===== src/rtl/swe_pkg.sv =====
package swe_pkg;
  typedef enum logic {
    MODE_INTERP = 1'b0,
    MODE_CONV   = 1'b1
  } swe_mode_e;
endpackage


===== src/rtl/swe_line_fifo.sv =====
// Fixed-delay line store: one entry moves per enabled cycle.
module swe_line_fifo #(
  parameter int DW    = 8,
  parameter int DEPTH = 4
) (
  input  logic          clk,
  input  logic          rst_n,
  input  logic          en,
  input  logic          flush,
  input  logic [DW-1:0] din,
  output logic [DW-1:0] dout
);
  logic [DW-1:0] mem_q [DEPTH];
  logic [DW-1:0] mem_d [DEPTH];

  always_comb begin
    for (int i = 0; i < DEPTH; i++) mem_d[i] = mem_q[i];
    if (flush) begin
      for (int i = 0; i < DEPTH; i++) mem_d[i] = '0;
    end else if (en) begin
      mem_d[0] = din;
      for (int i = 1; i < DEPTH; i++) mem_d[i] = mem_q[i-1];
    end
  end

  always_ff @(posedge clk or negedge rst_n) begin
    if (!rst_n) begin
      for (int i = 0; i < DEPTH; i++) mem_q[i] <= '0;
    end else if (en || flush) begin
      for (int i = 0; i < DEPTH; i++) mem_q[i] <= mem_d[i];
    end
  end

  assign dout = mem_q[DEPTH-1];
endmodule


===== src/rtl/swe_window_array.sv =====
// S x S tap registers; rows 1..S-1 fed through line delays.
module swe_window_array #(
  parameter int DW     = 8,
  parameter int S      = 4,
  parameter int LINE_W = 64
) (
  input  logic            clk,
  input  logic            rst_n,
  input  logic            en,
  input  logic            flush,
  input  logic [DW-1:0]   din,
  output logic [S*S*DW-1:0] taps
);
  localparam int FIFO_DEPTH = LINE_W - S;

  logic [DW-1:0] w_q [S][S];
  logic [DW-1:0] w_d [S][S];
  logic [DW-1:0] line_out [S-1];

  genvar gr;
  generate
    for (gr = 1; gr < S; gr++) begin : g_line
      swe_line_fifo #(.DW(DW), .DEPTH(FIFO_DEPTH)) u_line (
        .clk  (clk),
        .rst_n(rst_n),
        .en   (en),
        .flush(flush),
        .din  (w_q[gr-1][S-1]),
        .dout (line_out[gr-1])
      );
    end
  endgenerate

  always_comb begin
    // newest position always takes the incoming pixel
    w_d[0][0] = din;
    for (int c = 1; c < S; c++) w_d[0][c] = flush ? '0 : w_q[0][c-1];
    for (int r = 1; r < S; r++) begin
      w_d[r][0] = flush ? '0 : line_out[r-1];
      for (int c = 1; c < S; c++) w_d[r][c] = flush ? '0 : w_q[r][c-1];
    end
  end

  always_ff @(posedge clk or negedge rst_n) begin
    if (!rst_n) begin
      for (int r = 0; r < S; r++)
        for (int c = 0; c < S; c++) w_q[r][c] <= '0;
    end else if (en) begin
      for (int r = 0; r < S; r++)
        for (int c = 0; c < S; c++) w_q[r][c] <= w_d[r][c];
    end
  end

  always_comb begin
    for (int r = 0; r < S; r++)
      for (int c = 0; c < S; c++) taps[(r*S+c)*DW +: DW] = w_q[r][c];
  end
endmodule


===== src/rtl/swe_pos_tracker.sv =====
// Raster position, mode sampling and synchronisation strobes.
module swe_pos_tracker
  import swe_pkg::*;
#(
  parameter int S       = 4,
  parameter int LINE_W  = 64,
  parameter int FRAME_H = 48,
  parameter int CW      = $clog2(LINE_W),
  parameter int RW      = $clog2(FRAME_H)
) (
  input  logic          clk,
  input  logic          rst_n,
  input  logic          in_valid,
  input  logic          mode_sel,
  output logic          flush,
  output swe_mode_e     mode,
  output logic          win_valid,
  output logic          exit_valid,
  output logic          line_start,
  output logic          frame_start,
  output logic [CW-1:0] win_col,
  output logic [RW-1:0] win_row
);
  localparam logic [CW-1:0] COL_LAST = CW'(LINE_W - 1);
  localparam logic [RW-1:0] ROW_LAST = RW'(FRAME_H - 1);
  localparam logic [CW-1:0] COL_CONV = CW'(S - 1);
  localparam logic [RW-1:0] ROW_CONV = RW'(S - 1);

  logic [CW-1:0] col_q, col_d, wcol_q, wcol_d;
  logic [RW-1:0] row_q, row_d, wrow_q, wrow_d;
  swe_mode_e     mode_q, mode_d;
  logic          wv_q, wv_d, ev_q, ev_d, ls_q, ls_d, fs_q, fs_d;
  logic          first_pix;
  logic [CW-1:0] e_col;
  logic [RW-1:0] e_row;

  always_comb begin
    first_pix = (col_q == '0) && (row_q == '0);
    mode_d    = mode_q;
    if (in_valid && first_pix) mode_d = swe_mode_e'(mode_sel);
    flush = in_valid && first_pix && (mode_sel != logic'(mode_q));

    e_col = (mode_d == MODE_CONV) ? COL_CONV : CW'(1);
    e_row = (mode_d == MODE_CONV) ? ROW_CONV : RW'(1);

    wv_d = in_valid && (row_q >= e_row) && (col_q >= e_col);
    ev_d = in_valid && ((row_q > e_row) || ((row_q == e_row) && (col_q >= e_col)));
    ls_d = wv_d && (col_q == e_col);
    fs_d = ls_d && (row_q == e_row);

    col_d  = col_q;
    row_d  = row_q;
    wcol_d = wcol_q;
    wrow_d = wrow_q;
    if (in_valid) begin
      wcol_d = col_q;
      wrow_d = row_q;
      if (col_q == COL_LAST) begin
        col_d = '0;
        row_d = (row_q == ROW_LAST) ? '0 : row_q + RW'(1);
      end else begin
        col_d = col_q + CW'(1);
      end
    end
  end

  always_ff @(posedge clk or negedge rst_n) begin
    if (!rst_n) begin
      col_q  <= '0;
      row_q  <= '0;
      wcol_q <= '0;
      wrow_q <= '0;
      mode_q <= MODE_INTERP;
      wv_q   <= 1'b0;
      ev_q   <= 1'b0;
      ls_q   <= 1'b0;
      fs_q   <= 1'b0;
    end else begin
      col_q  <= col_d;
      row_q  <= row_d;
      wcol_q <= wcol_d;
      wrow_q <= wrow_d;
      mode_q <= mode_d;
      wv_q   <= wv_d;
      ev_q   <= ev_d;
      ls_q   <= ls_d;
      fs_q   <= fs_d;
    end
  end

  assign mode        = mode_q;
  assign win_valid   = wv_q;
  assign exit_valid  = ev_q;
  assign line_start  = ls_q;
  assign frame_start = fs_q;
  assign win_col     = wcol_q;
  assign win_row     = wrow_q;
endmodule


===== src/rtl/sliding_window_extractor.sv =====
module sliding_window_extractor
  import swe_pkg::*;
#(
  parameter int DW      = 8,
  parameter int S       = 4,
  parameter int LINE_W  = 64,
  parameter int FRAME_H = 48,
  parameter int CW      = $clog2(LINE_W),
  parameter int RW      = $clog2(FRAME_H)
) (
  input  logic              clk,
  input  logic              rst_n,
  input  logic              in_valid,
  input  logic [DW-1:0]     in_pixel,
  input  logic              mode_sel,
  output logic              win_valid,
  output logic [S*S*DW-1:0] win_data,
  output logic              win_mode,
  output logic [CW-1:0]     win_col,
  output logic [RW-1:0]     win_row,
  output logic              exit_valid,
  output logic [DW-1:0]     exit_pixel,
  output logic              line_start,
  output logic              frame_start
);
  localparam int SMALL    = 2;
  localparam int OLD_CONV = ((S-1)*S + (S-1)) * DW;
  localparam int OLD_INTP = (S + 1) * DW;

  logic              flush;
  swe_mode_e         mode;
  logic [S*S*DW-1:0] taps;

  swe_pos_tracker #(.S(S), .LINE_W(LINE_W), .FRAME_H(FRAME_H), .CW(CW), .RW(RW)) u_track (
    .clk        (clk),
    .rst_n      (rst_n),
    .in_valid   (in_valid),
    .mode_sel   (mode_sel),
    .flush      (flush),
    .mode       (mode),
    .win_valid  (win_valid),
    .exit_valid (exit_valid),
    .line_start (line_start),
    .frame_start(frame_start),
    .win_col    (win_col),
    .win_row    (win_row)
  );

  swe_window_array #(.DW(DW), .S(S), .LINE_W(LINE_W)) u_array (
    .clk  (clk),
    .rst_n(rst_n),
    .en   (in_valid),
    .flush(flush),
    .din  (in_pixel),
    .taps (taps)
  );

  // Entries outside the 2x2 corner are blanked in interpolation mode.
  genvar gr, gc;
  generate
    for (gr = 0; gr < S; gr++) begin : g_row
      for (gc = 0; gc < S; gc++) begin : g_col
        if (gr < SMALL && gc < SMALL) begin : g_keep
          assign win_data[(gr*S+gc)*DW +: DW] = taps[(gr*S+gc)*DW +: DW];
        end else begin : g_mask
          assign win_data[(gr*S+gc)*DW +: DW] =
            (mode == MODE_CONV) ? taps[(gr*S+gc)*DW +: DW] : '0;
        end
      end
    end
  endgenerate

  assign exit_pixel = (mode == MODE_CONV) ? taps[OLD_CONV +: DW] : taps[OLD_INTP +: DW];
  assign win_mode   = logic'(mode);
endmodule


===== config.mk =====
export PLATFORM = sky130hd
export DESIGN_NAME = sliding_window_extractor
export DESIGN_NICKNAME = d
export VERILOG_FILES = /design/src/rtl/swe_pkg.sv /design/src/rtl/swe_line_fifo.sv /design/src/rtl/swe_window_array.sv /design/src/rtl/swe_pos_tracker.sv /design/src/rtl/sliding_window_extractor.sv
export SDC_FILE = /design/constraint.sdc
export NUM_CORES = 2
export LEC_CHECK = 0
export ABC_AREA = 1
export BUFFER_PORTS_ARGS = -buffer_cell sky130_fd_sc_hd__clkbuf_2
export CAP_MARGIN = 5
export CORE_MARGIN = 5
export CORE_UTILIZATION = 42
export DETAILED_ROUTE_END_ITERATION = 6
export PLACE_DENSITY = 0.57
export REMOVE_ABC_BUFFERS = 1
export SETUP_SLACK_MARGIN = 0.15
export SYNTH_ARGS = -nofsm -noshare
export SYNTH_HDL_FRONTEND = slang
export SYNTH_SLANG_ARGS = --single-unit

===== constraint.sdc =====
create_clock -name clk -period 2.8 [get_ports clk]
set_input_delay 0.7 -clock clk [delete_from_list [all_inputs] [get_ports clk]]
set_output_delay 0.7 -clock clk [all_outputs]
set_load 0.01 [all_outputs]

# Word-level counts from Yosys, hierarchy flattened

Cells that the tools add are included.

Register bits after elaboration: 1597
Bits of input ports: 12
Output and inout port bits: 153
Logic and storage cells: 269

Add/subtract/negate cells: 2
Order comparisons: 3
Equality and inequality tests: 5
Muxes and demuxes: 38
Reduce and logical (&&, ||, !) cells: 16

Operators by type and width:

| kind                                                           | count |
|---|---|
| 480-bit 2-to-1 mux                                             | 6 |
| 8-bit 2-to-1 mux                                               | 28 |
| 6-bit by 1-bit adder with 6-bit output (second input constant) | 2 |
| 6-bit == test                                                  | 2 |
| 6-bit == test (second input constant)                          | 2 |
| 6-bit >= comparator                                            | 2 |
| 6-bit logical NOT                                              | 2 |
| 6-bit 2-to-1 mux                                               | 2 |
| 1-bit logical AND                                              | 9 |
| 6-bit > comparator                                             | 1 |
| 2-bit AND reduction                                            | 2 |
| 1-bit logical OR                                               | 2 |
| 2-bit 2-to-1 mux                                               | 1 |
| 2-bit nonzero test                                             | 1 |
| 1-bit 2-to-1 mux                                               | 1 |
| 1-bit inequality test                                          | 1 |

# Longest topological paths before layout

Word-level depth: 10
Gate-level depth with buffers: 15
Depth with buffers taken out: 15

# Hierarchy

Synthesis repeated with hierarchy kept, for this count alone.

Cell total of the unflattened synthesis: 7208
Area total of the unflattened synthesis: 64129.0 um^2

By module, submodules not included:

| module                   | instances | cells an instance | area each (um^2) | sequential area each (um^2) |
|---|---|---|---|---|
| swe_line_fifo            | 3         | 2090              | 18900.6          | 12011.5 |
| swe_window_array         | 1         | 555               | 5173.7           | 3203.1 |
| swe_pos_tracker          | 1         | 163               | 1386.3           | 725.7 |
| sliding_window_extractor | 1         | 220               | 867.1            | 0.0 |

# Worst setup path after synthesis

OpenSTA, ideal clock, no wires.

Kind: input -> register
Start: input in_valid
End: register u_track.ev_q (netlist: u_track.exit_valid)
Setup time: 131 ps
Data arrival time: 1872 ps
Data required time: 2669 ps
Setup slack: 796 ps
Stages on the path: 10
Path buffers: 0
Cells stage by stage: nand3_1 nor2_2 nand2_1 o21ai_0 inv_1 ha_1 nand2_1 inv_1 nor3_1 a21oi_1

Word-level cells in the longest chain between the ends: 7
Elaborated cells on any way between the ends: 9
Those cells by class: order compare: 2; eq/ne: 1; mux: 2; reduce/logical: 4

RTL lines:

| what                                                        | RTL line                                     | source |
|---|---|---|
| from (decl)                                                 | sliding_window_extractor.sv:13               | `input logic in_valid,` |
| 1-bit logical AND (*)                                       | swe_pos_tracker.sv:40                        | `if (in_valid && first_pix) mode_d = swe_mode_e'(mode_sel);` |
| 1-bit 2-to-1 mux (*)                                        | swe_pos_tracker.sv:40                        |  |
| net u_track.mode_d                                          | swe_pos_tracker.sv:31                        | `swe_mode_e mode_q, mode_d;` |
| 2-bit 2-to-1 mux (*)                                        | swe_pos_tracker.sv:43, swe_pos_tracker.sv:44 |  |
| 6-bit >= comparator / 6-bit == test (equally long branches) | swe_pos_tracker.sv:47                        | `ev_d = in_valid && ((row_q > e_row) \|\| ((row_q == e_row) && (col_q >= e_col)));` |
| 1-bit logical AND                                           | swe_pos_tracker.sv:47                        |  |
| 1-bit logical OR (*)                                        | swe_pos_tracker.sv:47                        |  |
| 1-bit logical AND (*)                                       | swe_pos_tracker.sv:47                        |  |
| net u_track.ev_d                                            | swe_pos_tracker.sv:32                        | `logic wv_q, wv_d, ev_q, ev_d, ls_q, ls_d, fs_q, fs_d;` |
| to (signal assigned)                                        | swe_pos_tracker.sv:85                        | `ev_q <= ev_d;` |
| to (decl)                                                   | swe_pos_tracker.sv:32                        |  |

Mark *: on every way through the listed nets, which the timed path passes. The rest lies on a longest branch.
A chain may end at the register's enable or synchronous reset.

# Worst setup path in the final report

Start: register u_track.mode_q (netlist: u_track.mode)
End: output exit_pixel[2]

Word-level cells in the longest chain between the ends: 1

RTL lines:

| what                   | RTL line                       | source |
|---|---|---|
| from (decl)            | swe_pos_tracker.sv:31          |  |
| from (signal assigned) | swe_pos_tracker.sv:83          | `mode_q <= mode_d;` |
| 8-bit 2-to-1 mux       | sliding_window_extractor.sv:73 | `assign exit_pixel = (mode == MODE_CONV) ? taps[OLD_CONV +: DW] : taps[OLD_INTP +: DW];` |
| to (decl)              | sliding_window_extractor.sv:22 | `output logic [DW-1:0] exit_pixel,` |

No other way between the ends.

==> results.cfg <==
[run_status]
outcome = finished clean

[cts]
h-tree-depth = 4
clock_latency_ns = 0.78
ctsLongestPathBuffers = 3
clock_sinks = 1597
numCtsBuffers = 172
path_clk_slew_ns = 0.06
cts-root-buf = clkbuf_16
cts_tree = built

[sta]
fin_crit_sh_pct = 94.82
rsz0062_at_grt = yes
setup_viol = 0
hold_viol_final = 0
clock-skew-final_ns = 0.02966
fin_crit_ns = 2.655
fmax_mhz = 376.6
finalMaxSlewViolations = 0
worst_slew_pin_slew_ns = 1.025
fin_tns_setup_ns = 0
slew_headroom_pct = 31.65

[die]
coreArea_sq_um = 152300
dieWidth_microns = 401.7
io_pins = 165
rows = 143
die_y_microns = 401.7
die_area_sq_um = 161400
start_util_pct = 42.33

[place]
place_congestion = 0.7190
dp_hpwl_microns = 64290
port_buffers = 164

[setup_path]
cp.arrival_ns = 1.96
critPathLaunchType = register
critPathKind = reg2out
critPathCaptureType = primary output
path_max_fanout = 8
required_ns = 2.10

[synthesis]
synth_commonest_cells = 3291 x nand2_1, 1597 x dfrtp_1, 1549 x nand3_1, 261 x clkbuf_1, 152 x buf_2
syn_area_sq_um = 64450
netlist_instances = 7202
avgSynthCellArea_sq_um = 8.949
ys_seq_area_share_pct = 62.01
synth_area_leaders = dfrtp_1 62%, nand2_1 19%, nand3_1 12%
synth-seq-cells = 1597
yosysWarnings = 0
synth.most_common_cell = nand2_1
synth_edf_count = 0
synthArstFlopShare_pct = 100.0
netlist.area_leader.share_pct = 62.01
synth_flop_cell = dfrtp_1
synth_cell_types = 20
synth_top_cell_by_area = dfrtp_1

[power]
power.density_nw_per_um2 = 675.4
ir_drop_mv = 0.5575
leakagePower_nw = 41.58
finalPower_mw = 49.21

[route]
viasPerCell = 4.922
drtIter0Drc = 3885
avgRoutedWirePerCell_microns = 13.25
vias = 45830
drc = 0
firstDrtPassIters = 7
drtAntennaViolNets = 0
wirelength_microns = 123400

[global_routing]
grt_pass1_vias = 44640
track_usage_pct = 15.39
antenna_found_initial = 0
grt_max_degree = 196
grt_pass1_wl_microns = 219700
overflow = 0

[flow_run]
max_cap_violations = 0

[finish]
fin_nets = 7156
n_fill_cell = 14360
drive_gt1_share_pct = 9.324
antenna_cells = 0
area_delta_synth_final_pct = 13.05

[min_path]
hold_path.class = in2reg
-- report_power, final --
| part | switching, mW | internal, mW | leakage [nW] | total [mW] |
|---|---|---|---|---|
| registers | 0.385 | 23.7 | 22.1 | 24.1 |
| logic | 1.67 | 0.674 | 16.6 | 2.35 |
| clock network | 9.25 | 13.5 | 2.82 | 22.8 |
| total | 11.3 | 37.9 | 41.6 | 49.2 |
-- cell families (layout without fill, tap and decap cells) --
family | count (synthesis) | count (layout) | share of synthesized area [%]
and+or+nand+nor | 4877 | 4877 | 31.63
DFF | 1597 | 1597 | 62.01
buffers and inverters | 690 | 770 | 5.962
AOI/OAI and AO/OA | 26 | 26 | 0.2058
adders and majority gates | 6 | 6 | 0.1165
xor gates and xnor gates | 6 | 6 | 0.08154
-- state kept, by name (all words and copies together) (netlist names) --
signal / cells
u_track.win_valid: 1
u_track.col_q: 6
u_track.line_start: 1
u_track.win_row: 6
u_track.frame_start: 1
u_track.row_q: 6
u_array.g_line.u_line.mem_q: 1416
u_array.taps: 128
u_track.exit_valid: 1
u_track.win_col: 6
u_track.mode: 1
u_array.g_line.u_line.dout: 24
-- per-layer routing --
layer / vias to the layer above / global-route usage [%] / share of wire, %
met5: - / 0 / 0
met4: 0 / 4.095 / 2.0
met3: 176 / 2.664 / 3.7
met2: 695 / 23.93 / 44
met1: 22210 / 22.47 / 51
li1: 22760 / - / -
-- through the flow --
stage	cells	cell area, sq um	setup slack, ns	util [%]	hold WS, ns
global placement	8987	66570	0.3586	43.72	0.4537
global route	9312	72860	0.01286	47.85	0.08007
finish	9312	72860	0.1449	47.85	0.1248
detailed placement	8987	66570	0.4030	43.72	0.4586
floorplan	6634	61060	-16.93	-	0.4044
CTS	9312	72570	0.03401	47.66	0.04334
-- placed cells by master (no fill, tap or decap), types with 4 or more instances in the layout --
cell and instances:
buf_16 6, buf_4 87, o21ai_1 5, clkinv_4 4
clkbuf_16 174, nand3_2 20, nand2_4 26, o21ai_0 17
nor2_1 12, bufinv_16 9, buf_12 73, dfrtp_1 1596
nand3_1 1549, clkbuf_1 51, xor2_1 6, clkbuf_2 134
clkinv_2 18, inv_1 92, nand2_1 3263, clkbuf_8 44
inv_6 7, ha_1 6, inv_2 29, clkinv_8 4
buf_6 27, clkinvlp_4 5
-- final timing paths --
check,start,end,slack (ns),cells after the start
worst max-delay path,u_track.mode,exit_pixel[2],0.14,4
worst min-delay path,in_pixel[6],u_array.taps[6],0.12,3
worst max register to register,u_track.row_q[0],u_track.win_valid,0.42,14
worst min register to register,u_track.win_col[4],u_track.win_col[4],0.47,2
max in group asynchronous,rst_n,u_array.g_line[2].u_line.mem_q[168],1.17,3
min in group asynchronous,rst_n,u_track.row_q[0],0.46,2
-- worst max-delay path: stages, from the launching register on --
cell     delay [ns]
dfrtp_4        0.56
buf_12         0.19
buf_16         0.16
o21ai_2        0.11
buf_2          0.14
-- area by class of cell --
cell class / instances / area (sq um) / area share [%]
Clock inverter: 49 / 609.3 / 0.8363
Clock buffer: 269 / 5151 / 7.070
Sequential cell: 1597 / 39970 / 54.85
Timing Repair Buffer: 330 / 3274 / 4.494
Multi-Input combinational cell: 4915 / 20860 / 28.62
Tap cell: 2030 / 2540 / 3.486
Inverter: 122 / 465.4 / 0.6388
-- repair_timing --
action | in CTS | in global routing
buffers inserted | 2 | 0
pin swaps | 0 | 1
hold buffers | 1 | 0
hold endpoints to repair | 23 | 0
endpoints found under the setup margin | 87 | 99
cloned | 4 | 0
resized for setup | 40 | 108
Note: power is estimated with default switching activity, not from simulation.
